**src/rtl/scc_regif_pkg.sv**
```systemverilog
package scc_regif_pkg;

   // register-0 low command field (bits 5:3)
   localparam logic [2:0] CL_POINT_HIGH = 3'd1;
   localparam logic [2:0] CL_EXT_CLR    = 3'd2;
   localparam logic [2:0] CL_TXIP_CLR   = 3'd5;
   localparam logic [2:0] CL_ERR_CLR    = 3'd6;
   localparam logic [2:0] CL_IUS_CLR    = 3'd7;

   // register-9 reset field (bits 7:6)
   localparam logic [1:0] RS_CHANNEL = 2'd2;
   localparam logic [1:0] RS_HARD    = 2'd3;

   // register addresses with behaviour attached
   localparam int A_RR1  = 1;
   localparam int A_VEC  = 2;
   localparam int A_IP   = 3;
   localparam int A_CNTL = 6;
   localparam int A_CNTH = 7;
   localparam int A_BUF  = 8;
   localparam int A_MIC  = 9;
   localparam int A_RR10 = 10;
   localparam int A_TCL  = 12;
   localparam int A_TCH  = 13;
   localparam int A_XIE  = 15;

   // status code inserted into vector bits 3:1, receive first
   function automatic logic [2:0] vis_code(input logic rx, input logic tx, input logic ext);
      if (rx)       return 3'b010;
      else if (tx)  return 3'b000;
      else if (ext) return 3'b001;
      else          return 3'b011;
   endfunction

endpackage

```
**src/rtl/scc_regif_ptr.sv**
```systemverilog
module scc_regif_ptr
   import scc_regif_pkg::*;
#(
   parameter int DATA_W = 8,
   parameter int IDX_W  = 4
) (
   input  logic              clk,
   input  logic              rst_n,
   input  logic              acc_en,
   input  logic              acc_data,
   input  logic              acc_wr,
   input  logic [DATA_W-1:0] wdata,
   output logic              armed,
   output logic [IDX_W-1:0]  ptr,
   output logic              reg_we,
   output logic [IDX_W-1:0]  reg_idx,
   output logic              chan_req,
   output logic              hard_req,
   output logic [6:0]        cmd_pulse,
   output logic              tx_load,
   output logic              chan_rst,
   output logic              hard_rst
);

   logic             ctl_wr, ctl_rd, data_wr, first_wr, second;
   logic [2:0]       cmd_lo;
   logic [1:0]       cmd_hi;
   logic [IDX_W-1:0] tgt;
   logic             wr9;
   logic [6:0]       cmd_d;

   always_comb begin
      ctl_wr   = acc_en & ~acc_data & acc_wr;
      ctl_rd   = acc_en & ~acc_data & ~acc_wr;
      data_wr  = acc_en & acc_data & acc_wr;
      first_wr = ctl_wr & ~armed;
      second   = (ctl_wr | ctl_rd) & armed;
      cmd_lo   = wdata[5:3];
      cmd_hi   = wdata[7:6];
      tgt      = IDX_W'(wdata[2:0]) + ((cmd_lo == CL_POINT_HIGH) ? IDX_W'(8) : '0);
      reg_we   = (ctl_wr & armed) | data_wr;
      reg_idx  = data_wr ? IDX_W'(A_BUF) : ptr;
      wr9      = ctl_wr & armed & (ptr == IDX_W'(A_MIC));
      chan_req = wr9 & (cmd_hi == RS_CHANNEL);
      hard_req = wr9 & (cmd_hi == RS_HARD);
      cmd_d[0] = first_wr & (cmd_lo == CL_EXT_CLR);
      cmd_d[1] = first_wr & (cmd_lo == CL_TXIP_CLR);
      cmd_d[2] = first_wr & (cmd_lo == CL_ERR_CLR);
      cmd_d[3] = first_wr & (cmd_lo == CL_IUS_CLR);
      cmd_d[4] = first_wr & (cmd_hi == 2'd1);
      cmd_d[5] = first_wr & (cmd_hi == 2'd2);
      cmd_d[6] = first_wr & (cmd_hi == 2'd3);
   end

   always_ff @(posedge clk or negedge rst_n) begin
      if (!rst_n) begin
         armed <= 1'b0;
         ptr   <= '0;
      end else if (second) begin
         armed <= 1'b0;
         ptr   <= '0;
      end else if (first_wr && tgt != '0) begin
         armed <= 1'b1;
         ptr   <= tgt;
      end
   end

   always_ff @(posedge clk or negedge rst_n) begin
      if (!rst_n) begin
         cmd_pulse <= '0;
         tx_load   <= 1'b0;
         chan_rst  <= 1'b0;
         hard_rst  <= 1'b0;
      end else begin
         cmd_pulse <= cmd_d;
         tx_load   <= reg_we & (reg_idx == IDX_W'(A_BUF));
         chan_rst  <= chan_req;
         hard_rst  <= hard_req;
      end
   end

endmodule

```
**src/rtl/scc_regif_bank.sv**
```systemverilog
module scc_regif_bank
   import scc_regif_pkg::*;
#(
   parameter int DATA_W   = 8,
   parameter int NUM_REGS = 16,
   parameter int IDX_W    = 4
) (
   input  logic                       clk,
   input  logic                       rst_n,
   input  logic                       we,
   input  logic [IDX_W-1:0]           idx,
   input  logic [DATA_W-1:0]          wdata,
   input  logic                       chan_req,
   input  logic                       hard_req,
   output logic [NUM_REGS*DATA_W-1:0] bank
);

   localparam int LOW_W = DATA_W - 2;

   for (genvar k = 0; k < NUM_REGS; k++) begin : g_reg
      if (k == 0) begin : g_ptr_only
         assign bank[k*DATA_W +: DATA_W] = '0;
      end else if (k == A_MIC) begin : g_mic
         logic [DATA_W-1:0] q;
         always_ff @(posedge clk or negedge rst_n) begin
            if (!rst_n)                            q <= '0;
            else if (hard_req)                     q <= '0;
            else if (we && idx == IDX_W'(k))       q <= {2'b00, wdata[LOW_W-1:0]};
         end
         assign bank[k*DATA_W +: DATA_W] = q;
      end else begin : g_plain
         localparam bit KEEP_ON_CHAN = (k == A_VEC);
         logic [DATA_W-1:0] q;
         always_ff @(posedge clk or negedge rst_n) begin
            if (!rst_n)                            q <= '0;
            else if (hard_req)                     q <= '0;
            else if (chan_req && !KEEP_ON_CHAN)    q <= '0;
            else if (we && idx == IDX_W'(k))       q <= wdata;
         end
         assign bank[k*DATA_W +: DATA_W] = q;
      end
   end

endmodule

```
**src/rtl/scc_regif_rdmux.sv**
```systemverilog
module scc_regif_rdmux
   import scc_regif_pkg::*;
#(
   parameter int DATA_W       = 8,
   parameter int IDX_W        = 4,
   parameter int CNT_W        = 14,
   parameter bit HAS_FIFO_CNT = 1'b1
) (
   input  logic              acc_en,
   input  logic              acc_data,
   input  logic              acc_wr,
   input  logic              armed,
   input  logic [IDX_W-1:0]  ptr,
   input  logic [DATA_W-1:0] wr_vec,
   input  logic              vis_en,
   input  logic [DATA_W-1:0] wr_tcl,
   input  logic [DATA_W-1:0] wr_tch,
   input  logic [DATA_W-1:0] wr_xie,
   input  logic [DATA_W-1:0] st_rr0,
   input  logic [DATA_W-1:0] st_rr1,
   input  logic [DATA_W-1:0] st_rr10,
   input  logic [DATA_W-1:0] rx_byte,
   input  logic              ip_rx,
   input  logic              ip_tx,
   input  logic              ip_ext,
   input  logic [CNT_W-1:0]  fifo_cnt,
   input  logic              fifo_avail,
   input  logic              fifo_ovf,
   output logic [DATA_W-1:0] rdata
);

   localparam int HI_W = DATA_W - 2;

   logic [DATA_W-1:0] rr_cntl, rr_cnth, rr_vec, rr_ip, rr_sel;
   logic [IDX_W-1:0]  sel;

   if (HAS_FIFO_CNT) begin : g_cnt
      logic fifo_en;
      assign fifo_en = wr_xie[2];
      assign rr_cntl = fifo_en ? fifo_cnt[7:0] : '0;
      assign rr_cnth = fifo_en ? {fifo_ovf, fifo_avail, HI_W'(fifo_cnt[CNT_W-1:8])} : '0;
   end else begin : g_nocnt
      assign rr_cntl = '0;
      assign rr_cnth = '0;
   end

   always_comb begin
      rr_ip  = {2'b00, ip_rx, ip_tx, ip_ext, 3'b000};
      rr_vec = vis_en ? {wr_vec[7:4], vis_code(ip_rx, ip_tx, ip_ext), wr_vec[0]} : wr_vec;
      sel    = armed ? ptr : '0;
      case (sel)
         IDX_W'(0):      rr_sel = st_rr0;
         IDX_W'(A_RR1):  rr_sel = st_rr1;
         IDX_W'(A_VEC):  rr_sel = rr_vec;
         IDX_W'(A_IP):   rr_sel = rr_ip;
         IDX_W'(A_CNTL): rr_sel = rr_cntl;
         IDX_W'(A_CNTH): rr_sel = rr_cnth;
         IDX_W'(A_BUF):  rr_sel = rx_byte;
         IDX_W'(A_RR10): rr_sel = st_rr10;
         IDX_W'(A_TCL):  rr_sel = wr_tcl;
         IDX_W'(A_TCH):  rr_sel = wr_tch;
         IDX_W'(A_XIE):  rr_sel = wr_xie;
         default:        rr_sel = '0;
      endcase
      if (acc_en && !acc_wr) rdata = acc_data ? rx_byte : rr_sel;
      else                   rdata = '0;
   end

endmodule

```
**src/rtl/scc_regif.sv**
```systemverilog
module scc_regif
   import scc_regif_pkg::*;
#(
   parameter int DATA_W       = 8,
   parameter int NUM_REGS     = 16,
   parameter int CNT_W        = 14,
   parameter bit HAS_FIFO_CNT = 1'b1
) (
   input  logic                       clk,
   input  logic                       rst_n,
   input  logic                       acc_en,
   input  logic                       acc_data,
   input  logic                       acc_wr,
   input  logic [DATA_W-1:0]          wdata,
   output logic [DATA_W-1:0]          rdata,
   input  logic [DATA_W-1:0]          st_rr0,
   input  logic [DATA_W-1:0]          st_rr1,
   input  logic [DATA_W-1:0]          st_rr10,
   input  logic [DATA_W-1:0]          rx_byte,
   input  logic                       ip_rx,
   input  logic                       ip_tx,
   input  logic                       ip_ext,
   input  logic [CNT_W-1:0]           fifo_cnt,
   input  logic                       fifo_avail,
   input  logic                       fifo_ovf,
   output logic [NUM_REGS*DATA_W-1:0] wr_bank,
   output logic [6:0]                 cmd_pulse,
   output logic                       tx_load,
   output logic                       chan_rst,
   output logic                       hard_rst
);

   localparam int IDX_W = $clog2(NUM_REGS);

   initial begin
      if (DATA_W != 8)              $error("scc_regif: DATA_W must be 8");
      if (NUM_REGS != 16)           $error("scc_regif: NUM_REGS must be 16");
      if (CNT_W < 9 || CNT_W > 14)  $error("scc_regif: CNT_W must lie in 9..14");
   end

   logic             armed;
   logic [IDX_W-1:0] ptr;
   logic             reg_we, chan_req, hard_req;
   logic [IDX_W-1:0] reg_idx;

   scc_regif_ptr #(.DATA_W(DATA_W), .IDX_W(IDX_W)) ptr_i (
      .clk(clk), .rst_n(rst_n),
      .acc_en(acc_en), .acc_data(acc_data), .acc_wr(acc_wr), .wdata(wdata),
      .armed(armed), .ptr(ptr),
      .reg_we(reg_we), .reg_idx(reg_idx),
      .chan_req(chan_req), .hard_req(hard_req),
      .cmd_pulse(cmd_pulse), .tx_load(tx_load),
      .chan_rst(chan_rst), .hard_rst(hard_rst)
   );

   scc_regif_bank #(.DATA_W(DATA_W), .NUM_REGS(NUM_REGS), .IDX_W(IDX_W)) bank_i (
      .clk(clk), .rst_n(rst_n),
      .we(reg_we), .idx(reg_idx), .wdata(wdata),
      .chan_req(chan_req), .hard_req(hard_req),
      .bank(wr_bank)
   );

   scc_regif_rdmux #(.DATA_W(DATA_W), .IDX_W(IDX_W), .CNT_W(CNT_W),
                     .HAS_FIFO_CNT(HAS_FIFO_CNT)) rdmux_i (
      .acc_en(acc_en), .acc_data(acc_data), .acc_wr(acc_wr),
      .armed(armed), .ptr(ptr),
      .wr_vec(wr_bank[A_VEC*DATA_W +: DATA_W]),
      .vis_en(wr_bank[A_MIC*DATA_W]),
      .wr_tcl(wr_bank[A_TCL*DATA_W +: DATA_W]),
      .wr_tch(wr_bank[A_TCH*DATA_W +: DATA_W]),
      .wr_xie(wr_bank[A_XIE*DATA_W +: DATA_W]),
      .st_rr0(st_rr0), .st_rr1(st_rr1), .st_rr10(st_rr10), .rx_byte(rx_byte),
      .ip_rx(ip_rx), .ip_tx(ip_tx), .ip_ext(ip_ext),
      .fifo_cnt(fifo_cnt), .fifo_avail(fifo_avail), .fifo_ovf(fifo_ovf),
      .rdata(rdata)
   );

endmodule

```
**config.mk**
```make
export PLATFORM = sky130hd
export DESIGN_NAME = scc_regif
export DESIGN_NICKNAME = d
export VERILOG_FILES = /design/src/rtl/scc_regif_pkg.sv /design/src/rtl/scc_regif_ptr.sv /design/src/rtl/scc_regif_bank.sv /design/src/rtl/scc_regif_rdmux.sv /design/src/rtl/scc_regif.sv
export SDC_FILE = /design/constraint.sdc
export NUM_CORES = 1
export LEC_CHECK = 0
export ABC_AREA = 1
export BUFFER_PORTS_ARGS = -buffer_cell sky130_fd_sc_hd__buf_2
export CAP_MARGIN = 20
export CELL_PAD_IN_SITES_DETAIL_PLACEMENT = 1
export CELL_PAD_IN_SITES_GLOBAL_PLACEMENT = 1
export CORE_MARGIN = 2
export CORE_UTILIZATION = 40
export CTS_CLUSTER_DIAMETER = 40
export DETAILED_ROUTE_END_ITERATION = 16
export GPL_ROUTABILITY_DRIVEN = 1
export PLACE_DENSITY = 0.95
export SETUP_SLACK_MARGIN = 0.2
export SLEW_MARGIN = 5
export SYNTH_ARGS = -nofsm -noshare
export SYNTH_HDL_FRONTEND = slang
export SYNTH_HIERARCHICAL = 1
export SYNTH_SLANG_ARGS = --single-unit
```
**constraint.sdc**
```tcl
create_clock -name clk -period 2.94 [get_ports clk]
set_clock_uncertainty 0.15 [all_clocks]
set_input_delay 0.441 -clock clk [delete_from_list [all_inputs] [get_ports clk]]
set_output_delay 0.441 -clock clk [all_outputs]
set_load 0.02 [all_outputs]
```
==> flow_summary.ini, run 1 <==
[place]
gpl.final_weighted_congestion = 0.897
placement.cell_area_mm2 = 0.00799
placed_wire_length_estimate_after_detailed_placement_mm = 17.8
port-buffer-count = 199

[hold_path]
timing.hold.worst_endpoint = ptr_i/cmd_pulse[1]
min_delay_path_depth = 2
min_path_type = input pin to flop
holdCritStartpoint = wdata[4]

[logic_synthesis]
ys.flop_type = dfrtp_1
avgSynthCellArea_um2 = 7.60
yosysTopAreaCellShare = 0.484
fraction_of_the_yosys_area_taken_by_sequential_cells = 0.484
synth_area_leaders = dfrtp_1 (48%), nand2_1 (18%), nand3_1 (14%), nor2_1 (3.2%), buf_4 (2.7%)
synthArstFlopShare = 1.00
postSynthCellCount = 905
netlist_area_mm2 = 0.00687
yosysWarnings = 6
synth-seq-cells = 133
synth_edf_count = 0
post-synth-top-area-cell = dfrtp_1
post_synth_num_cell_types = 29

[cells_and_area]
multi_input_comb_area_mm2 = 0.00312
filler_cell_count = 2143
final_cell_mix = nand2_1 (334), buf_2 (198), nand3_1 (194), dfrtp_1 (127), nor2_1 (57)
net_count_final = 1176
area_added_between_synthesis_and_finish_pct = 28.3
design_area_mm2 = 0.00882
layout_commonest_cell = nand2_1
number_of_diodes = 0
finish.utilization = 0.528
ff_latch_area_mm2 = 0.00334
final_layout_size_suffix_gt1_frac = 0.286

[pwr]
leakage_nw = 5.20
ir_drop_v = 0.000503
power-per-cell-area_mw_per_mm2 = 829

[detailed_routing]
drt_wl_total_mm = 26.8
drt-initial-drc-count = 474
route.detailed.wl_per_inst_um = 19.9
drtAntennaViolNets = 0
route.detailed.drc = 0
route.vias.total = 7256
routed_via_density = 5.40
detailedRoute.firstPassIterationCount = 4

[clock_network]
cts_made_buffers = 17
cts_tree = built
clock_path_buffers = 2
worstSkewPairLatency_ps = 420
cts-root-buf = clkbuf_16
cts_num_sinks = 133
clk_pin_slew_ps = 60
htreeDepth = 4

[floorplanning]
io_pins = 210
die_y_um = 135
initial_utilization = 0.412
placementRows = 47
x_dimension_of_the_die_um = 135
coreArea_mm2 = 0.0167
die-area_mm2 = 0.0182

[timing]
number_of_max_slew_violations_in_the_final_report = 0
rsz0062_at_grt = yes
tns_ps = 0
hold_viol_final = 0
setup_viol = 0
post-route-period-util = 0.931
worst_slew_pin_slew_ps = 956
timing.final.crit_period_ps = 2740
maxSlewHeadroom = 0.362
timing.fmax_mhz = 366
fin_worst_hold_slack_ps = 54.0

[critical_path]
worstRegToRegCells = 10
crit_path_start_kind = flop
worstSetupPathType = flop to output pin
timing.critical_path.to_type = output pin
regToRegEndpoint = bank_i/g_reg[12].g_plain.q[2]
required_ps = 2350
r2r_slack_ps = 310
critPathMaxFanout = 10
critical_path_arrival_ps = 2140
worst_r2r_startpoint = ptr_i/armed

[global_route]
grt_total_ovfl = 0
met1_usage = 0.367
use_met2 = 0.508
grt_pass1_vias = 7631
pin_count_of_the_biggest_net_entering_global_routing = 106
wire_length_of_the_first_global_routing_pass_mm = 42.0
grt-busiest-layer = met2
initial_antenna_violation_count = 0
grt.met3_usage = 0.0657
all_layer_global_routing_usage = 0.297

[flow_run]
maxCapViolCount = 0

[status]
result_of_the_run = finished, final reports clean
sequential cells by signal (all words and copies together), names as in the netlist:
signal and cells:
ptr_i/ptr 4, bank_i/g.g_mic.q 6, ptr_i/cmd_pulse 7, ptr_i/tx_load 1, ptr_i/chan_rst 1, ptr_i/hard_rst 1
bank_i/g.g_plain.q 112, ptr_i/armed 1
cell usage after synthesis, types with 8 or more instances:
cell        n
a21oi_1     8
nor2_1     58
buf_2      13
dfrtp_1   133
nand2_2    14
inv_2      14
nor2_2     12
nand3_1   194
buf_4      25
nand2_1   335
inv_1      45
nand3b_1   12
power breakdown:
| part | switching, mW | internal, mW |
|---|---|---|
| Sequential | 0.409 | 2.29 |
| Combinational | 1.65 | 0.783 |
| Clock | 0.807 | 1.37 |
metrics by stage:
| step | total power [mW] | setup WS [ps] | cells |
|---|---|---|---|
| floorplan | 4.01 | 677 | 914 |
| global placement | 4.81 | 293 | 1297 |
| detailed placement | 4.92 | 248 | 1297 |
| CTS | 7.24 | 223 | 1342 |
| global route | 7.63 | 106 | 1344 |
| finish | 7.31 | 204 | 1344 |
cells by family after synthesis:
kind of cell           Yosys count  share of synthesized area
AOI/OAI and AO/OA               12                     0.0109
and+or+nand+nor                652                      0.429
DFF                            133                      0.484
other                            1                   0.000546
buffers and inverters          107                     0.0750
worst max path at each step:
stage | startpoint | to
5_1_grt | ptr_i/ptr[2] | rdata[1]
2_1_floorplan | bank_i/g_reg[15].g_plain.q[2] | rdata[4]
3_3_place_gp | ptr_i/armed | rdata[7]
4_1_cts | ptr_i/ptr[1] | rdata[2]
6_report | ptr_i/armed | rdata[2]
3_5_place_dp | ptr_i/armed | rdata[1]
final cells by class:
cell class,instances,area share
inverter,61,0.0264
sequential,133,0.378
tap,220,0.0312
timing repair buffer,224,0.144
clock buffer,23,0.0531
multi-input combinational,675,0.353
clock inverter,8,0.0142
per-layer routing:
layer,up-vias,routed length (um)
met5,-,0
met4,0,841
met3,68,1730
met2,286,13400
met1,3611,10800
li1,3291,-
repair_timing:
item	CTS	global route
buffers inserted	12	1
resized for setup	12	10
hold buffers	1	0
setup endpoints to repair	8	73
cloned	1	1
pin swaps	6	1
hold endpoints to repair	44	0
worst max-delay path, stage by stage (launching register included):
cell	delay (ps)
dfrtp_2	480
nand2_2	140
nor2_4	150
buf_6	180
nand2_1	80
nor2_1	130
nor2_1	70
nand3_1	80
nand2_1	60
a21oi_2	160
buf_2	190
Power figures use the tool's default switching activity.
==> run 2, diff against run 1 <==
--- a/config.mk
+++ b/config.mk
@@ -11,7 +11,7 @@
 export CELL_PAD_IN_SITES_DETAIL_PLACEMENT = 1
 export CELL_PAD_IN_SITES_GLOBAL_PLACEMENT = 1
 export CORE_MARGIN = 2
-export CORE_UTILIZATION = 40
+export CORE_UTILIZATION = 39
 export CTS_CLUSTER_DIAMETER = 40
 export DETAILED_ROUTE_END_ITERATION = 16
 export GPL_ROUTABILITY_DRIVEN = 1
@@ -20,5 +20,4 @@
 export SLEW_MARGIN = 5
 export SYNTH_ARGS = -nofsm -noshare
 export SYNTH_HDL_FRONTEND = slang
-export SYNTH_HIERARCHICAL = 1
 export SYNTH_SLANG_ARGS = --single-unit
==> run 2 against run 1 <==
- hold slack gained 130 ps
- largest cell class unchanged
- combinational power down 30%
- register-to-register slack gained 40 ps
- non-clock buffer count decreased by 4
- largest power group unchanged
- sequential share of layout area up 1.7 points
- flip-flop and latch count is the same
- synthesized area is 5.4% lower
- fmax grew 2.7%
- routed wire length is 7.2% lower
==> flow_summary.ini, run 2 <==
[timing]
setup_viol = 0
tns_ps = 0
rsz0062_at_grt = yes
worst_slew_pin_slew_ps = 623
timing.final.crit_period_ps = 2660
number_of_max_slew_violations_in_the_final_report = 0
timing.fmax_mhz = 376
layout_setup_ws_ps = 277
maxSlewHeadroom = 0.584
hold_viol_final = 0
post-route-period-util = 0.906

[clock_network]
cts_made_buffers = 17
cts_tree = built
htreeDepth = 4
clock_path_buffers = 2
worstSkewPairLatency_ps = 420
cts-root-buf = clkbuf_16
cts_num_sinks = 133
clk_pin_slew_ps = 60

[hold_path]
min_path_type = input pin to flop
holdCritStartpoint = wdata[5]

[logic_synthesis]
synthArstFlopShare = 1.00
fraction_of_the_yosys_area_taken_by_sequential_cells = 0.512
synth_edf_count = 0
main_combinational_cell_family_by_area_after_synthesis = simple AND/OR/NAND/NOR gates
yosysMostFrequentCell = nand2_1
post_synth_num_cell_types = 30
compound_gate_fraction_of_synth_area = 0.0302
synth_area_leaders = dfrtp_1 (51%), nand2_1 (24%), nand3_1 (7.9%), nor2_1 (3.5%), inv_1 (2.7%)
yosysWarnings = 0
avgSynthCellArea_um2 = 7.42
ys.flop_type = dfrtp_1
yosysTopAreaCellShare = 0.512
post_synth_xor_area_fraction = 0
netlist_area_mm2 = 0.00650
post-synth-top-area-cell = dfrtp_1
muxShareOfSynthArea = 0
synth-seq-cells = 133
synthAdderAreaFrac = 0
synth_top_cells_by_count = nand2_1 (413), dfrtp_1 (133), nand3_1 (103)
synth_simple_gate_area_frac = 0.386
postSynthCellCount = 876

[status]
result_of_the_run = finished, final reports clean

[cells_and_area]
registers.top_by_ff_count = bank_i.g.g_plain.q
final_cell_mix = nand2_1 (410), buf_2 (194), dfrtp_1 (127), nand3_1 (103), nor2_1 (56)
final_layout_size_suffix_gt1_frac = 0.268
biggestRegsByFlops = bank_i.g.g_plain.q (112), ptr_i.cmd_pulse (7), bank_i.g.g_mic.q (6)
net_count_final = 1146
number_of_diodes = 0
filler_cell_count = 2142
finish.utilization = 0.513
area_added_between_synthesis_and_finish_pct = 30.0
flip_flop_count_of_the_largest_register_all_copies_and_words_added = 112
layout_commonest_cell = nand2_1
final-instance-count-excl-fill = 1315

[global_route]
grt_total_ovfl = 0
all_layer_global_routing_usage = 0.284
wire_length_of_the_first_global_routing_pass_mm = 38.9
grt_pass1_vias = 7000
pin_count_of_the_biggest_net_entering_global_routing = 65
initial_antenna_violation_count = 0

[detailed_routing]
route.detailed.wl_per_inst_um = 18.9
drt-initial-drc-count = 376
detailedRoute.firstPassIterationCount = 5
drt_wl_total_mm = 24.9
route.detailed.drc = 0
drtAntennaViolNets = 0
routed_via_density = 5.11
route.vias.total = 6725

[critical_path]
worst_r2r_startpoint = ptr_i.armed
critPathMaxFanout = 10
worstSetupPathType = flop to output pin
timing.critical_path.to_type = output pin
critical_path_arrival_ps = 2070
required_ps = 2350
worstSetupStartpoint = ptr_i.armed
crit_path_start_kind = flop

[floorplanning]
x_dimension_of_the_die_um = 133
die_y_um = 133
coreArea_mm2 = 0.0165
io_pins = 210
die-area_mm2 = 0.0177
initial_utilization = 0.395
placementRows = 47

[place]
port-buffer-count = 199
dp_cells = 1274
placed_wire_length_estimate_after_detailed_placement_mm = 17.4
dp_worst_setup_slack_ps = 201
gpl.final_weighted_congestion = 0.874

[pwr]
leakage_nw = 5.12
ir_drop_v = 0.000374
power-per-cell-area_mw_per_mm2 = 740

[flow_run]
maxCapViolCount = 0
## run 2: changes by cell type in the layout (fill, tap and decap cells not counted), sizes merged, moves of 3 or more
cell      delta
nand2       +71
clkinvlp     +3
buf          -6
nand3       -96
nor2        -16
nor4         -3
o21ai       +21
## run 2: what timing repair did
action	4_1_cts	5_1_grt
pin swaps	0	0
setup endpoints to repair	8	36
hold buffers	1	0
endpoints found under the hold margin	62	0
gates cloned	0	3
buffers inserted	2	3
gates resized for setup	15	22
## run 2: cell families after synthesis
logic type             Yosys count
AND/OR/NAND/NOR                605
flip-flops                     133
buffers and inverters          101
AO/OA/AOI/OAI                   36
other                            1
## run 2: stage by stage
step | total power [mW] | hold slack [ps] | area [um2]
final | 6.25 | 183 | 8450
after global routing | 6.52 | 180 | 8450
after CTS | 6.20 | 156 | 8350
after detailed placement | 3.96 | 307 | 7690
after global placement | 3.91 | 300 | 7690
after floorplan | 3.29 | -4.59 | 6530
## run 2: path summary, 6_finish.rpt
check | cells after the start | slack [ps] | to
min in group asynchronous | 2 | 420 | bank_i.g_reg[14].g_plain.q[2]
max | 10 | 280 | rdata[6]
max reg2reg | 9 | 350 | bank_i.g_reg[2].g_plain.q[0]
max in group asynchronous | 3 | 1480 | bank_i.g_reg[8].g_plain.q[0]
min | 2 | 180 | ptr_i.cmd_pulse[0]
min reg2reg | 2 | 320 | bank_i.g_reg[10].g_plain.q[6]
## run 2: metal layers
| metal | track usage | share of wire | vias to the layer above |
|---|---|---|---|
| met1 | 0.358 | 0.42 | 3300 |
| met5 | 0 | 0 | - |
| met4 | 0.130 | 0.040 | 0 |
| met2 | 0.478 | 0.49 | 242 |
| met3 | 0.0502 | 0.052 | 58 |
| li1 | - | - | 3125 |
## run 2: cell type report
| class | instances | area [um2] | share of cell area |
|---|---|---|---|
| repair buffers | 220 | 1210 | 0.144 |
| inverters | 59 | 228 | 0.0270 |
| multi-input cells | 651 | 2790 | 0.330 |
| flip-flops and latches | 133 | 3340 | 0.395 |
| clock buffers | 22 | 484 | 0.0573 |
| clock inverters | 10 | 123 | 0.0145 |
| well taps | 220 | 275 | 0.0326 |
## run 2: worst max-delay path: stages, from the launching register on
cell and delay, ps:
dfrtp_2 440, clkbuf_2 160, o21ai_2 110, clkbuf_4 240, nand3_1 120, nand2_1 80
nor2_1 50, nand3_1 80, nand2_1 50, a21oi_1 120, buf_2 190
## run 2: power breakdown
part,leakage (nW),internal (mW),switching [mW]
Combinational,3.02,0.542,1.17
Clock,0.289,1.34,0.819
Sequential,1.80,2.12,0.256
Total,5.12,4.01,2.24
==> run 3, diff against run 2 <==
--- a/config.mk
+++ b/config.mk
@@ -11,11 +11,11 @@
 export CELL_PAD_IN_SITES_DETAIL_PLACEMENT = 1
 export CELL_PAD_IN_SITES_GLOBAL_PLACEMENT = 1
 export CORE_MARGIN = 2
-export CORE_UTILIZATION = 39
+export CORE_UTILIZATION = 25
 export CTS_CLUSTER_DIAMETER = 40
 export DETAILED_ROUTE_END_ITERATION = 16
 export GPL_ROUTABILITY_DRIVEN = 1
-export PLACE_DENSITY = 0.95
+export PLACE_DENSITY_LB_ADDON = 0.12
 export SETUP_SLACK_MARGIN = 0.2
 export SLEW_MARGIN = 5
 export SYNTH_ARGS = -nofsm -noshare
==> run 3 against run 2 <==
- critical path depth stayed put
- flip-flop and latch count unchanged
- utilization is 18 points lower
- first-iteration DRC count shrank 36%
- setup slack got worse by 4.9 ps
- hold slack lost 21 ps
- non-clock buffer count increased by 7
- global-route usage fell by 9.8 points
- sequential power about the same
- sequential share of layout area decreased by 1.0 points
- highest routed layer unchanged
==> flow_summary.ini, run 3 (synthesis results as in run 2) <==
[clock_network]
cts_made_buffers = 17
clk_pin_slew_ps = 60
htreeDepth = 4
cts_num_sinks = 133
worstSkewPairLatency_ps = 420
clock_path_buffers = 2
cts_tree = built
cts-root-buf = clkbuf_16

[cells_and_area]
biggestRegsByFlops = bank_i.g.g_plain.q (112), ptr_i.cmd_pulse (7), bank_i.g.g_mic.q (6)
final_cell_mix = nand2_1 (409), buf_2 (192), dfrtp_1 (127), nand3_1 (102), nor2_1 (55)
finish.utilization = 0.337
filler_cell_count = 3192
number_of_diodes = 0
layout_commonest_cell = nand2_1
final_layout_size_suffix_gt1_frac = 0.272
area_added_between_synthesis_and_finish_pct = 33.5
flip_flop_count_of_the_largest_register_all_copies_and_words_added = 112
registers.top_by_ff_count = bank_i.g.g_plain.q
net_count_final = 1153

[detailed_routing]
detailedRoute.firstPassIterationCount = 4
route.detailed.wl_per_inst_um = 17.6
drt_wl_total_mm = 25.3
route.detailed.drc = 0
routed_via_density = 4.41
route.vias.total = 6331
drtAntennaViolNets = 0
drt-initial-drc-count = 241

[critical_path]
worstSetupStartpoint = ptr_i.armed
required_ps = 2350
critPathMaxFanout = 16
timing.critical_path.to_type = output pin
critical_path_arrival_ps = 2080
worstSetupPathType = flop to output pin
worst_r2r_startpoint = ptr_i.armed
max_stage_delay_ps = 440
regToRegEndpoint = bank_i.g_reg[11].g_plain.q[7]
r2r_slack_ps = 520
worst_path_max_delay_cell = dfrtp_2
crit_path_frequent_cell = nand2_1
worstPathCellList = nand2_1 > nor2_1 > buf_6 > nand3_1 > nand2_1 > nor2_1 > nand3_1 > nand2_1 > a21oi_1 > buf_4
crit_path_start_kind = flop
worstRegToRegCells = 10
crit_end = rdata[3]

[place]
dp_worst_setup_slack_ps = 277
placed_wire_length_estimate_after_detailed_placement_mm = 18.5
gpl.final_weighted_congestion = 0.820
port-buffer-count = 199

[timing]
maxSlewHeadroom = 0.540
layout_setup_ws_ps = 272
timing.fmax_mhz = 375
hold_viol_final = 0
tns_ps = 0
post-route-period-util = 0.907
setup_viol = 0
rsz0062_at_grt = yes
number_of_max_slew_violations_in_the_final_report = 0
worst_slew_pin_slew_ps = 690
timing.final.crit_period_ps = 2670
fin_worst_hold_slack_ps = 162

[pwr]
ir_drop_v = 0.000375
power-per-cell-area_mw_per_mm2 = 728
leakage_nw = 5.16

[floorplanning]
io_pins = 210
coreArea_mm2 = 0.0258
placementRows = 59
die-area_mm2 = 0.0273
initial_utilization = 0.252
x_dimension_of_the_die_um = 165
die_y_um = 165

[global_route]
wire_length_of_the_first_global_routing_pass_mm = 37.9
pin_count_of_the_biggest_net_entering_global_routing = 68
all_layer_global_routing_usage = 0.185
grt_total_ovfl = 0
grt_pass1_vias = 6430
initial_antenna_violation_count = 0

[status]
result_of_the_run = finished, final reports clean

[hold_path]
min_path_type = input pin to flop
min_delay_path_depth = 2

[flow_run]
maxCapViolCount = 0
[run 3: changes by cell type in the layout (fill, tap and decap cells not counted), moves of 2 or more]
cell	delta
buf_2	-2
buf_6	+3
nand2_2	+2
clkinvlp_4	-2
inv_6	+2
clkinv_4	-2
buf_4	+8
[run 3: layer usage]
layer | GRT usage | vias up | share of wire
met2 | 0.303 | 162 | 0.47
li1 | - | 3140 | -
met5 | 0 | - | 0
met4 | 0.0502 | 0 | 0.011
met3 | 0.0297 | 19 | 0.049
met1 | 0.255 | 3010 | 0.47
[run 3: timing repair]
action                                  CTS  global route
hold endpoints to repair                 65             0
buffers inserted                          4             4
gates cloned                              0             3
hold buffers                              1             0
pin swaps                                 0             1
resized for setup                        19            28
endpoints found under the setup margin    8             8
[run 3: through the flow]
| stage | std cells | area (um2) | total power [mW] |
|---|---|---|---|
| 3_5_place_dp | 1393 | 7850 | 3.97 |
| 4_1_cts | 1430 | 8550 | 6.33 |
| 3_3_place_gp | 1393 | 7850 | 3.97 |
| 2_1_floorplan | 885 | 6530 | 3.29 |
| 5_1_grt | 1437 | 8670 | 6.67 |
| 6_report | 1437 | 8670 | 6.32 |
[run 3: area by class of cell]
| cell class | instances | area, um2 | share of cell area |
|---|---|---|---|
| clock inverter | 10 | 145 | 0.0167 |
| sequential | 133 | 3340 | 0.385 |
| timing repair buffer | 227 | 1280 | 0.148 |
| multi-input combinational | 651 | 2790 | 0.322 |
| inverter | 59 | 226 | 0.0261 |
| clock buffer | 22 | 474 | 0.0547 |
| tap | 335 | 419 | 0.0483 |
[run 3: report_power, final]
group	switching, mW	internal (mW)
logic	1.14	0.566
clock network	0.844	1.41
registers	0.242	2.12
total	2.22	4.10
[run 3: critical path: cells and delay by family (launching register included)]
family / cells / cell delay (ps)
compound gates: 1 / 160
buf+inv: 2 / 370
flops: 1 / 440
simple gates: 7 / 700
[run 3: worst min path at each step]
stage / startpoint / endpoint / slack, ps
detailed placement: bank_i.g_reg[5].g_plain.q[4] / bank_i.g_reg[5].g_plain.q[4] / 310
floorplan: rst_n / bank_i.g_reg[10].g_plain.q[0] / -5
finish: wdata[5] / ptr_i.cmd_pulse[0] / 160
CTS: wdata[5] / ptr_i.cmd_pulse[0] / 140
global placement: bank_i.g_reg[7].g_plain.q[2] / bank_i.g_reg[7].g_plain.q[2] / 300
global route: wdata[4] / ptr_i.cmd_pulse[3] / 160
